### src/rtl/nibcmd_pkg.sv
package nibcmd_pkg;

   typedef enum logic [3:0] {
      OP_ADDR_LO    = 4'h0,
      OP_ADDR_HI    = 4'h1,
      OP_DATA_LO    = 4'h2,
      OP_DATA_HI_WR = 4'h3,
      OP_READ       = 4'h4,
      OP_READ_INC   = 4'h5
   } nib_op_e;

   typedef struct packed {
      logic       addr_lo;
      logic       addr_hi;
      logic       data_lo;
      logic       data_hi;
      logic       rd;
      logic       rd_inc;
      logic [3:0] nib;
   } cmd_dec_t;

endpackage

### src/rtl/nibcmd_decode.sv
module nibcmd_decode
   import nibcmd_pkg::*;
(
   input  logic [7:0] cmd_byte,
   output cmd_dec_t   dec
);

   always_comb begin
      dec     = '0;
      dec.nib = cmd_byte[3:0];
      case (cmd_byte[7:4])
         OP_ADDR_LO:    dec.addr_lo = 1'b1;
         OP_ADDR_HI:    dec.addr_hi = 1'b1;
         OP_DATA_LO:    dec.data_lo = 1'b1;
         OP_DATA_HI_WR: dec.data_hi = 1'b1;
         OP_READ:       dec.rd      = 1'b1;
         OP_READ_INC:   dec.rd_inc  = 1'b1;
         default:       ;
      endcase
   end

endmodule

### src/rtl/nibcmd_assembler.sv
module nibcmd_assembler
   import nibcmd_pkg::*;
#(
   parameter int IDX_W = 3
) (
   input  logic             clk,
   input  logic             rst_n,
   input  cmd_dec_t         dec,
   input  logic             acc,
   output logic [7:0]       cur_addr,
   output logic             wr_en,
   output logic [7:0]       wr_addr,
   output logic [IDX_W-1:0] wr_idx,
   output logic [7:0]       wr_data
);

   logic [7:0]       addr_q;
   logic [3:0]       lo_q;
   logic [IDX_W-1:0] idx_q;
   logic             any_op;

   assign any_op = dec.addr_lo | dec.addr_hi | dec.data_lo |
                   dec.data_hi | dec.rd | dec.rd_inc;

   always_ff @(posedge clk) begin
      if (!rst_n) begin
         addr_q <= '0;
         lo_q   <= '0;
         idx_q  <= '0;
      end else if (acc) begin
         if (dec.addr_lo) addr_q[3:0] <= dec.nib;
         if (dec.addr_hi) begin
            addr_q[7:4] <= dec.nib;
            idx_q       <= '0;
         end
         if (dec.data_lo) lo_q <= dec.nib;
         if (dec.data_hi) idx_q <= idx_q + 1'b1;
         if (dec.rd_inc)  addr_q <= addr_q + 8'd1;
      end
   end

   assign cur_addr = addr_q;
   assign wr_en    = acc & dec.data_hi;
   assign wr_addr  = addr_q;
   assign wr_idx   = idx_q;
   assign wr_data  = {dec.nib, lo_q};


   rd_inc_step_chk: assert property (@(posedge clk) disable iff (!rst_n)
      (acc && dec.rd_inc) |=> (cur_addr == $past(cur_addr) + 8'd1));


   illegal_op_inert_chk: assert property (@(posedge clk) disable iff (!rst_n)
      (acc && !any_op) |=> $stable(cur_addr));


   idx_restart_chk: assert property (@(posedge clk) disable iff (!rst_n)
      (acc && dec.addr_hi) |=> (wr_idx == '0));

endmodule

### src/rtl/nibcmd_pos_window.sv
module nibcmd_pos_window #(
   parameter int       POS_W      = 24,
   parameter bit [7:0] POS_BASE   = 8'h08,
   parameter bit       POS_ENABLE = 1'b1
) (
   input  logic [7:0]       addr,
   input  logic [POS_W-1:0] trig_pos,
   input  logic [POS_W-1:0] stop_pos,
   input  logic [7:0]       file_data,
   output logic [7:0]       byte_out
);

   localparam int POS_BYTES = POS_W / 8;
   localparam int WIN       = 2 * POS_BYTES;

   if (POS_W % 8 != 0 || POS_W < 8) begin : g_bad_w
      $error("POS_W must be a positive multiple of 8");
   end
   if (int'(POS_BASE) + WIN > 256) begin : g_bad_base
      $error("position window must not wrap the address space");
   end

   if (POS_ENABLE) begin : g_win
      logic [WIN-1:0] hit;
      logic [7:0]     term [WIN];
      logic [7:0]     pos_byte;

      for (genvar k = 0; k < WIN; k++) begin : g_byte
         localparam bit [7:0] ADDR_K = 8'(int'(POS_BASE) + k);
         assign hit[k] = (addr == ADDR_K);
         if (k < POS_BYTES) begin : g_trig
            assign term[k] = hit[k] ? trig_pos[8*k +: 8] : 8'h00;
         end else begin : g_stop
            assign term[k] = hit[k] ? stop_pos[8*(k-POS_BYTES) +: 8] : 8'h00;
         end
      end

      always_comb begin
         pos_byte = 8'h00;
         for (int k = 0; k < WIN; k++) pos_byte = pos_byte | term[k];
      end

      assign byte_out = (|hit) ? pos_byte : file_data;
   end else begin : g_nowin
      assign byte_out = file_data;
   end

endmodule

### src/rtl/nibcmd_out_stage.sv
module nibcmd_out_stage (
   input  logic       clk,
   input  logic       rst_n,
   input  logic       load,
   input  logic [7:0] load_data,
   input  logic       out_ready,
   output logic       can_load,
   output logic       out_valid,
   output logic [7:0] out_data
);

   logic       vld_q;
   logic [7:0] dat_q;

   assign can_load = !vld_q || out_ready;

   always_ff @(posedge clk) begin
      if (!rst_n) begin
         vld_q <= 1'b0;
         dat_q <= '0;
      end else if (load) begin
         vld_q <= 1'b1;
         dat_q <= load_data;
      end else if (out_ready) begin
         vld_q <= 1'b0;
      end
   end

   assign out_valid = vld_q;
   assign out_data  = dat_q;


   out_hold_chk: assert property (@(posedge clk) disable iff (!rst_n)
      (out_valid && !out_ready) |=> (out_valid && $stable(out_data)));

endmodule

### src/rtl/nibcmd_regif.sv
module nibcmd_regif
   import nibcmd_pkg::*;
#(
   parameter int       IDX_W      = 3,
   parameter int       POS_W      = 24,
   parameter bit [7:0] POS_BASE   = 8'h08,
   parameter bit       POS_ENABLE = 1'b1
) (
   input  logic             clk,
   input  logic             rst_n,
   input  logic             cmd_valid,
   input  logic [7:0]       cmd_data,
   output logic             cmd_ready,
   output logic             wr_en,
   output logic [7:0]       wr_addr,
   output logic [IDX_W-1:0] wr_idx,
   output logic [7:0]       wr_data,
   output logic [7:0]       rd_addr,
   input  logic [7:0]       rd_data,
   input  logic [POS_W-1:0] trig_pos,
   input  logic [POS_W-1:0] stop_pos,
   output logic             out_valid,
   input  logic             out_ready,
   output logic [7:0]       out_data
);

   if (IDX_W < 1 || IDX_W > 8) begin : g_bad_idx
      $error("IDX_W must lie in 1..8");
   end

   cmd_dec_t   dec;
   logic       is_rd;
   logic       acc;
   logic       can_load;
   logic [7:0] cur_addr;
   logic [7:0] rd_byte;

   nibcmd_decode u_dec (
      .cmd_byte (cmd_data),
      .dec      (dec)
   );

   assign is_rd     = dec.rd | dec.rd_inc;
   assign cmd_ready = !is_rd || can_load;
   assign acc       = cmd_valid && cmd_ready;

   nibcmd_assembler #(.IDX_W(IDX_W)) u_asm (
      .clk      (clk),
      .rst_n    (rst_n),
      .dec      (dec),
      .acc      (acc),
      .cur_addr (cur_addr),
      .wr_en    (wr_en),
      .wr_addr  (wr_addr),
      .wr_idx   (wr_idx),
      .wr_data  (wr_data)
   );

   assign rd_addr = cur_addr;

   nibcmd_pos_window #(
      .POS_W      (POS_W),
      .POS_BASE   (POS_BASE),
      .POS_ENABLE (POS_ENABLE)
   ) u_win (
      .addr      (cur_addr),
      .trig_pos  (trig_pos),
      .stop_pos  (stop_pos),
      .file_data (rd_data),
      .byte_out  (rd_byte)
   );

   nibcmd_out_stage u_out (
      .clk       (clk),
      .rst_n     (rst_n),
      .load      (acc && is_rd),
      .load_data (rd_byte),
      .out_ready (out_ready),
      .can_load  (can_load),
      .out_valid (out_valid),
      .out_data  (out_data)
   );


   stall_only_chk: assert property (@(posedge clk) disable iff (!rst_n)
      !cmd_ready |-> (out_valid && !out_ready));


   read_presents_chk: assert property (@(posedge clk) disable iff (!rst_n)
      (acc && is_rd) |=> out_valid);


   write_needs_cmd_chk: assert property (@(posedge clk) disable iff (!rst_n)
      wr_en |-> (cmd_valid && !out_valid) || (cmd_valid && cmd_ready));

endmodule

### config.mk
export PLATFORM = sky130hd
export DESIGN_NAME = nibcmd_regif
export DESIGN_NICKNAME = d
export VERILOG_FILES = /design/src/rtl/nibcmd_pkg.sv /design/src/rtl/nibcmd_decode.sv /design/src/rtl/nibcmd_assembler.sv /design/src/rtl/nibcmd_pos_window.sv /design/src/rtl/nibcmd_out_stage.sv /design/src/rtl/nibcmd_regif.sv
export SDC_FILE = /design/constraint.sdc
export NUM_CORES = 1
export LEC_CHECK = 0
export BUFFER_PORTS_ARGS = -buffer_cell sky130_fd_sc_hd__buf_2
export CORE_MARGIN = 1
export CORE_UTILIZATION = 30
export DETAILED_ROUTE_END_ITERATION = 10
export GPL_TIMING_DRIVEN = 1
export SYNTH_ARGS = -nofsm -noshare
export SYNTH_HDL_FRONTEND = slang
export SYNTH_SLANG_ARGS = --single-unit
### constraint.sdc
create_clock -name clk -period 1.6 [get_ports clk]
set_clock_uncertainty 0.05 [all_clocks]
set_input_delay 0.32 -clock clk [delete_from_list [all_inputs] [get_ports clk]]
set_output_delay 0.32 -clock clk [all_outputs]
set_load 0.01 [all_outputs]
==> results.ini, run 1 <==
[outcome]
status = complete, but fails checks
violations = negative setup slack

[setup_path]
required_ns = 1.76
end_kind = register
ff2ff_path_depth = 6
worst-path-buf-inv = 1
critPathMaxFanout = 8
criticalPathCategory = register to register
max_stage_delay_ns = 0.40
worstPathArrival_ns = 1.81
slowest_stage = dfxtp_4
path_cells = inv_4 -> ha_4 -> o21ba_4 -> o311ai_4 -> a222oi_1 -> a21oi_1
start_kind = register
critical-path-top-delay-family = compound AO/OA/AOI/OAI gates
cp.depth = 6

[sta]
relSlewSlack_pct = 72.23
finalMaxSlewViolations = 0
setup_viol_count_final = 8
tns_ns = -0.1914
hold_violations = 0
worst_pin_slew_ns = 0.4156
fin_ws_ns = -0.05429
fmax_mhz = 604.5
fin_hold_ws_ns = 0.2660
period_share_pct = 103.4
fin_crit_ns = 1.654
rsz0062_at_grt = true

[pwr]
seq_power_share_pct = 46.3
switching_share_pct = 28.58
p_leak_nw = 1.182
power.switching_uw = 383.5
intPower_uw = 958.4
combPwrFrac_pct = 24.7
powerDensity_mw_per_mm2 = 549.1
clkPwrFrac_pct = 29.0
peakVddDrop_mv = 0.3454

[routing]
vias = 2021
ant_nets = 0
post_drt_wl_per_cell_um = 14.73
dr.first_iter.drc_count = 110
vias_per_cell = 5.347
drc = 0
firstDrtPassIters = 5
drt-total-wl_um = 5569

[grt]
antenna_found_initial = 0
grt_pass1_wl_um = 8963
grt_pass1_vias = 1858
grt.overflow.total = 0
grt_max_degree = 18
grt_util_all_layers_pct = 18.76

[synth]
yosys_warnings = 0
async_reset_ff_share_pct = 0
synth_top_area_share_pct = 28.64
ys_ff_latch = 24
synth_cell_types = 42
synth_area_sq_mm = 0.001678
synth_edf_count = 0
ys.flop_type = dfxtp_1
yosysSeqAreaShare_pct = 28.64
synth_cells = 201
syn_avg_cell_area_sq_um = 8.348
synth_top_area_cell = dfxtp_1
synth_fp_nets = 274
synthTopCellsByArea = dfxtp_1, a22oi_1, buf_4, a21oi_1, a222oi_1

[cts]
path_clk_slew_ns = 0.09
cts.root.buffer_cell = clkbuf_8
numCtsBuffers = 3
clock_sinks = 24
clk_path_buf_depth = 2
cts_tree = yes
insertion_delay_ns = 0.28
htree_num_levels = 1

[die]
chipHeight_um = 76.79
rows = 26
coreArea_sq_mm = 0.005238
die_x_um = 76.79
pin_count = 106
start_util_pct = 32.04
die-area_sq_mm = 0.005896

[final_layout]
antennaDiodeCount = 0
final_nets = 382
drive_gt1_share_pct = 49.68
fin_area_sq_mm = 0.002444
area_growth_pct = 45.64

[place]
placed_area_sq_mm = 0.002342
pre_cts_ws_ns = -0.05583
portBuffers = 105
gp_congestion = 0.8066
place_hpwl_um = 4304

[flow_run]
max-cap-violations = 0

[hold_path]
whs_path_depth = 3
worstHoldPathType = primary input to register

-- worst register-to-register path: stages, from the launching register on --
cell and delay, ns:
dfxtp_4 0.40, inv_4 0.06, ha_4 0.15, o21ba_4 0.19, o311ai_4 0.37, a222oi_1 0.19, a21oi_1 0.16
-- Yosys cell counts, types with 3 or more instances --
cell type / count
dfxtp_1: 24
nand2_1: 21
a21oi_1: 17
a22oi_1: 16
buf_4: 14
o21ai_0: 12
nor2_1: 11
a222oi_1: 8
a22o_1: 8
buf_2: 6
clkbuf_1: 5
ha_1: 5
mux2i_1: 5
nand3b_1: 4
and3_1: 3
inv_1: 3
nand3_1: 3
nor3b_1: 3
o22ai_1: 3
o31a_1: 3
-- sequential cells by signal, indices dropped and copies added, names as in the netlist --
signal           flops
u_out.out_valid      1
u_asm.cur_addr       8
u_asm.wr_idx         3
u_asm.lo_q           4
u_out.out_data       8
-- placed cells by master, fill, tap and decap left out, drive strengths merged, types with 2 or more instances in the layout --
cell type / n
o31a: 3
ha: 5
a21oi: 17
clkbuf: 4
o22ai: 3
a22o: 8
o21ai: 12
mux2i: 5
nand2: 21
nand3b: 4
nand4: 2
nand3: 3
nor2b: 2
and2: 2
inv: 3
and3: 4
nor3b: 3
o31ai: 2
a222oi: 8
dfxtp: 24
a311oi: 2
nor2: 11
a22oi: 16
buf: 129
-- kinds of logic (layout without fill, tap and decap cells) --
logic type               count (synthesis)  after routing  synth area share, %
AO/OA/AOI/OAI                           78             78                34.01
AND/OR/NAND/NOR                         60             60                20.13
multiplexers                             5              5                2.983
buffers and inverters                   29            136                10.51
flip-flops                              24             24                28.64
adder cells (fa/ha/maj)                  5              5                3.729
-- worst paths after layout --
check / slack [ns] / start / endpoint
max: -0.05 / u_asm.cur_addr[0] / u_out.out_data[0]
min: 0.27 / cmd_data[1] / u_asm.lo_q[1]
max reg2reg: -0.05 / u_asm.cur_addr[0] / u_out.out_data[0]
min reg2reg: 0.43 / u_asm.wr_idx[1] / u_asm.wr_idx[1]
-- stage by stage --
step | total power, mW | std cells | util (%)
6_report | 1.342 | 378 | 46.66
5_1_grt | 1.392 | 378 | 46.66
3_5_place_dp | 0.9570 | 373 | 44.72
2_1_floorplan | 0.8052 | 201 | -
3_3_place_gp | 0.9561 | 373 | 44.72
4_1_cts | 1.344 | 378 | 46.42
-- routing by layer --
layer  track usage (%)  vias up  part of all wire, %
met5                 0        -                    0
met4             3.462        0                 0.61
met3             4.762        5                  9.4
met2             32.68      116                   47
met1             23.23      922                   43
li1                  -      978                    -
-- power groups by stage --
stage | combinational, mW | clock (mW) | sequential (mW)
detailed placement | 0.323 | 0 | 0.634
global placement | 0.322 | 0 | 0.634
floorplan | 0.163 | 0 | 0.642
finish | 0.332 | 0.390 | 0.621
CTS | 0.330 | 0.394 | 0.621
global route | 0.363 | 0.406 | 0.623
-- cell type report --
cell class | count | area (sq um)
Sequential cell | 24 | 489.2
Clock buffer | 4 | 45.04
Tap cell | 70 | 87.58
Timing Repair Buffer | 129 | 718.2
Multi-Input combinational cell | 148 | 1090
Fill cell | 542 | 2794
Inverter | 3 | 13.76
-- what timing repair did --
item                                    4_1_cts  5_1_grt
hold endpoints to repair                      0        0
hold buffers                                  0        0
setup buffers                                 1        0
resized for setup                             7        3
endpoints found under the setup margin        9       12
pin swaps                                     9        4
(Power assumes the default switching activity.)
==> run 2: changes to the inputs <==
--- a/config.mk
+++ b/config.mk
@@ -7,9 +7,10 @@
 export LEC_CHECK = 0
 export BUFFER_PORTS_ARGS = -buffer_cell sky130_fd_sc_hd__buf_2
 export CORE_MARGIN = 1
-export CORE_UTILIZATION = 30
+export CORE_UTILIZATION = 35
 export DETAILED_ROUTE_END_ITERATION = 10
 export GPL_TIMING_DRIVEN = 1
+export PLACE_DENSITY = 0.71
 export SYNTH_ARGS = -nofsm -noshare
 export SYNTH_HDL_FRONTEND = slang
 export SYNTH_SLANG_ARGS = --single-unit
==> run 2 against run 1 <==
The run ends with design-rule violations, negative setup slack left. Non-clock buffer count fell by 7. Via count is 1.7% lower. Sequential share of layout area up 0.92 points. Largest cell class unchanged. Largest power group unchanged. Highest routed layer unchanged.
==> results.ini, run 2 (same netlist as run 1, synthesis figures left out) <==
[outcome]
status = complete, but fails checks
violations = design-rule violations, negative setup slack

[grt]
grt_pass1_vias = 1795  ; -3.4%
antenna_found_initial = 0  ; unchanged
grt_pass1_wl_um = 8031  ; -10%
grt_util_all_layers_pct = 19.80  ; +1.0 points
grt.overflow.total = 0  ; unchanged
grt_max_degree = 18  ; unchanged

[final_layout]
antennaDiodeCount = 0  ; unchanged
layout_common_cells = buf_2, nand2_1, dfxtp_1
utilization_pct = 52.35  ; +5.7 points
fillCellCount = 436  ; -20%
ff_latch_area_sq_um = 490.5  ; +0.26%
multiInputGateArea_sq_mm = 0.001062  ; -2.5%
drive_gt1_share_pct = 47.84  ; -1.8 points
area_growth_pct = 39.60
layout_commonest_cell = buf_2
final_nets = 375  ; -1.8%

[setup_path]
critPathMaxFanout = 8  ; unchanged
start_kind = register
worstPathArrival_ns = 1.85  ; +0.04 ns
end_kind = register
timing.reg2reg.setup_slack_ns = -0.11  ; -0.06 ns
criticalPathCategory = register to register
required_ns = 1.74  ; -0.02 ns

[routing]
vias = 1987  ; -1.7%
drc = 13  ; +13
post_drt_wl_per_cell_um = 14.95  ; +1.4%
vias_per_cell = 5.629  ; +5.3%
firstDrtPassIters = 11  ; +6
ant_nets = 0  ; unchanged
drt-total-wl_um = 5276  ; -5.3%
dr.first_iter.drc_count = 159  ; +45%

[die]
rows = 24  ; -7.7%
pin_count = 106  ; unchanged
die-area_sq_mm = 0.005074  ; -14%
coreArea_sq_mm = 0.004474  ; -15%
chipHeight_um = 71.24  ; -7.2%
die_x_um = 71.24  ; -7.2%
start_util_pct = 37.50  ; +5.5 points

[pwr]
finalPower_mw = 1.313  ; -2.1%
peakVddDrop_mv = 0.4129  ; +20%
powerDensity_mw_per_mm2 = 560.6  ; +2.1%
p_leak_nw = 1.151  ; -2.6%

[sta]
relSlewSlack_pct = 62.74  ; -9.5 points
worst_pin_slew_ns = 0.5585  ; +0.1429 ns
rsz0062_at_grt = true
hold_violations = 0  ; unchanged
fin_crit_ns = 1.712  ; +0.05773 ns
fmax_mhz = 584.1  ; -3.4%
finalMaxSlewViolations = 0  ; unchanged
setup_viol_count_final = 9  ; +1
period_share_pct = 107.0  ; +3.6 points
fin_ws_ns = -0.1120  ; -0.05773 ns

[flow_run]
max-cap-violations = 0  ; unchanged

[cts]
insertion_delay_ns = 0.27  ; about the same
cts_tree = yes
path_clk_slew_ns = 0.09  ; about the same
cts.root.buffer_cell = clkbuf_8
cts_setup_buffers = 0  ; -1
clk_path_buf_depth = 2  ; unchanged
htree_num_levels = 1  ; unchanged
numCtsBuffers = 3  ; unchanged
clock_sinks = 24  ; unchanged

[place]
gp_congestion = 0.8665  ; +7.4%
place_hpwl_um = 4223  ; -1.9%
portBuffers = 105  ; unchanged

[hold_path]
worstHoldPathType = primary input to register

## run 2: cell types whose count changed in the layout (fill, tap and decap cells not counted), moves of 2 or more
| cell | before | now |
|---|---|---|
| buf_4 | 23 | 16 |
| nor3b_1 | 1 | 3 |
| ha_4 | 3 | 1 |
| nor3b_2 | 2 | 0 |
## run 2: worst max-delay path, cell delays in order (launching register included)
cell,delay (ns)
dfxtp_4,0.37
ha_1,0.22
o21ba_4,0.23
o311ai_4,0.39
a222oi_1,0.20
a21oi_1,0.18
## run 2: what timing repair did
item                       in CTS  in global routing
pin swaps                       3                 11
hold buffers                    0                  0
gates resized for setup         3                  4
setup endpoints to repair      10                 10
hold endpoints to repair        0                  0
## run 2: path summary, 6_finish.rpt
kind	from	end	cells past startpoint
worst max-delay path	u_asm.cur_addr[0]	u_out.out_data[3]	5
worst max register to register	u_asm.cur_addr[0]	u_out.out_data[3]	5
worst min-delay path	cmd_data[2]	u_asm.lo_q[2]	3
worst min register to register	u_asm.wr_idx[1]	u_asm.wr_idx[1]	2
## run 2: through the flow
step | worst slack, ns | instances | hold WS, ns | area (sq um) | setup TNS, ns
after global routing | -0.1638 | 353 | 0.2862 | 2342 | -1.147
after global placement | -0.04227 | 349 | 0.4141 | 2275 | -0.1881
after detailed placement | -0.1015 | 349 | 0.4212 | 2275 | -0.5966
after floorplan | -0.03376 | 201 | 0.4139 | 1742 | -0.2363
final | -0.1120 | 353 | 0.2602 | 2342 | -0.6567
after CTS | -0.08983 | 353 | 0.2576 | 2330 | -0.4953
## run 2: final cells by class
type                       instances  share of cell area [%]
multi-input combinational        148                   45.35
tap                               52                   2.778
sequential                        24                   20.94
inverter                           3                  0.5876
timing repair buffer             122                   28.42
clock buffer                       4                   1.923
## run 2: routing by layer
layer | routed length, um | GRT usage (%)
met5 | 0 | 0
met4 | 115 | 5.778
met3 | 424 | 3.657
met2 | 2539 | 35.77
met1 | 2196 | 23.88
## run 2: where the power goes
group	leakage [nW]	internal (mW)	switching, mW	total, mW
logic	0.932	0.165	0.155	0.320
clock network	0.0228	0.178	0.196	0.373
registers	0.197	0.609	0.0114	0.620
total	1.15	0.951	0.362	1.31
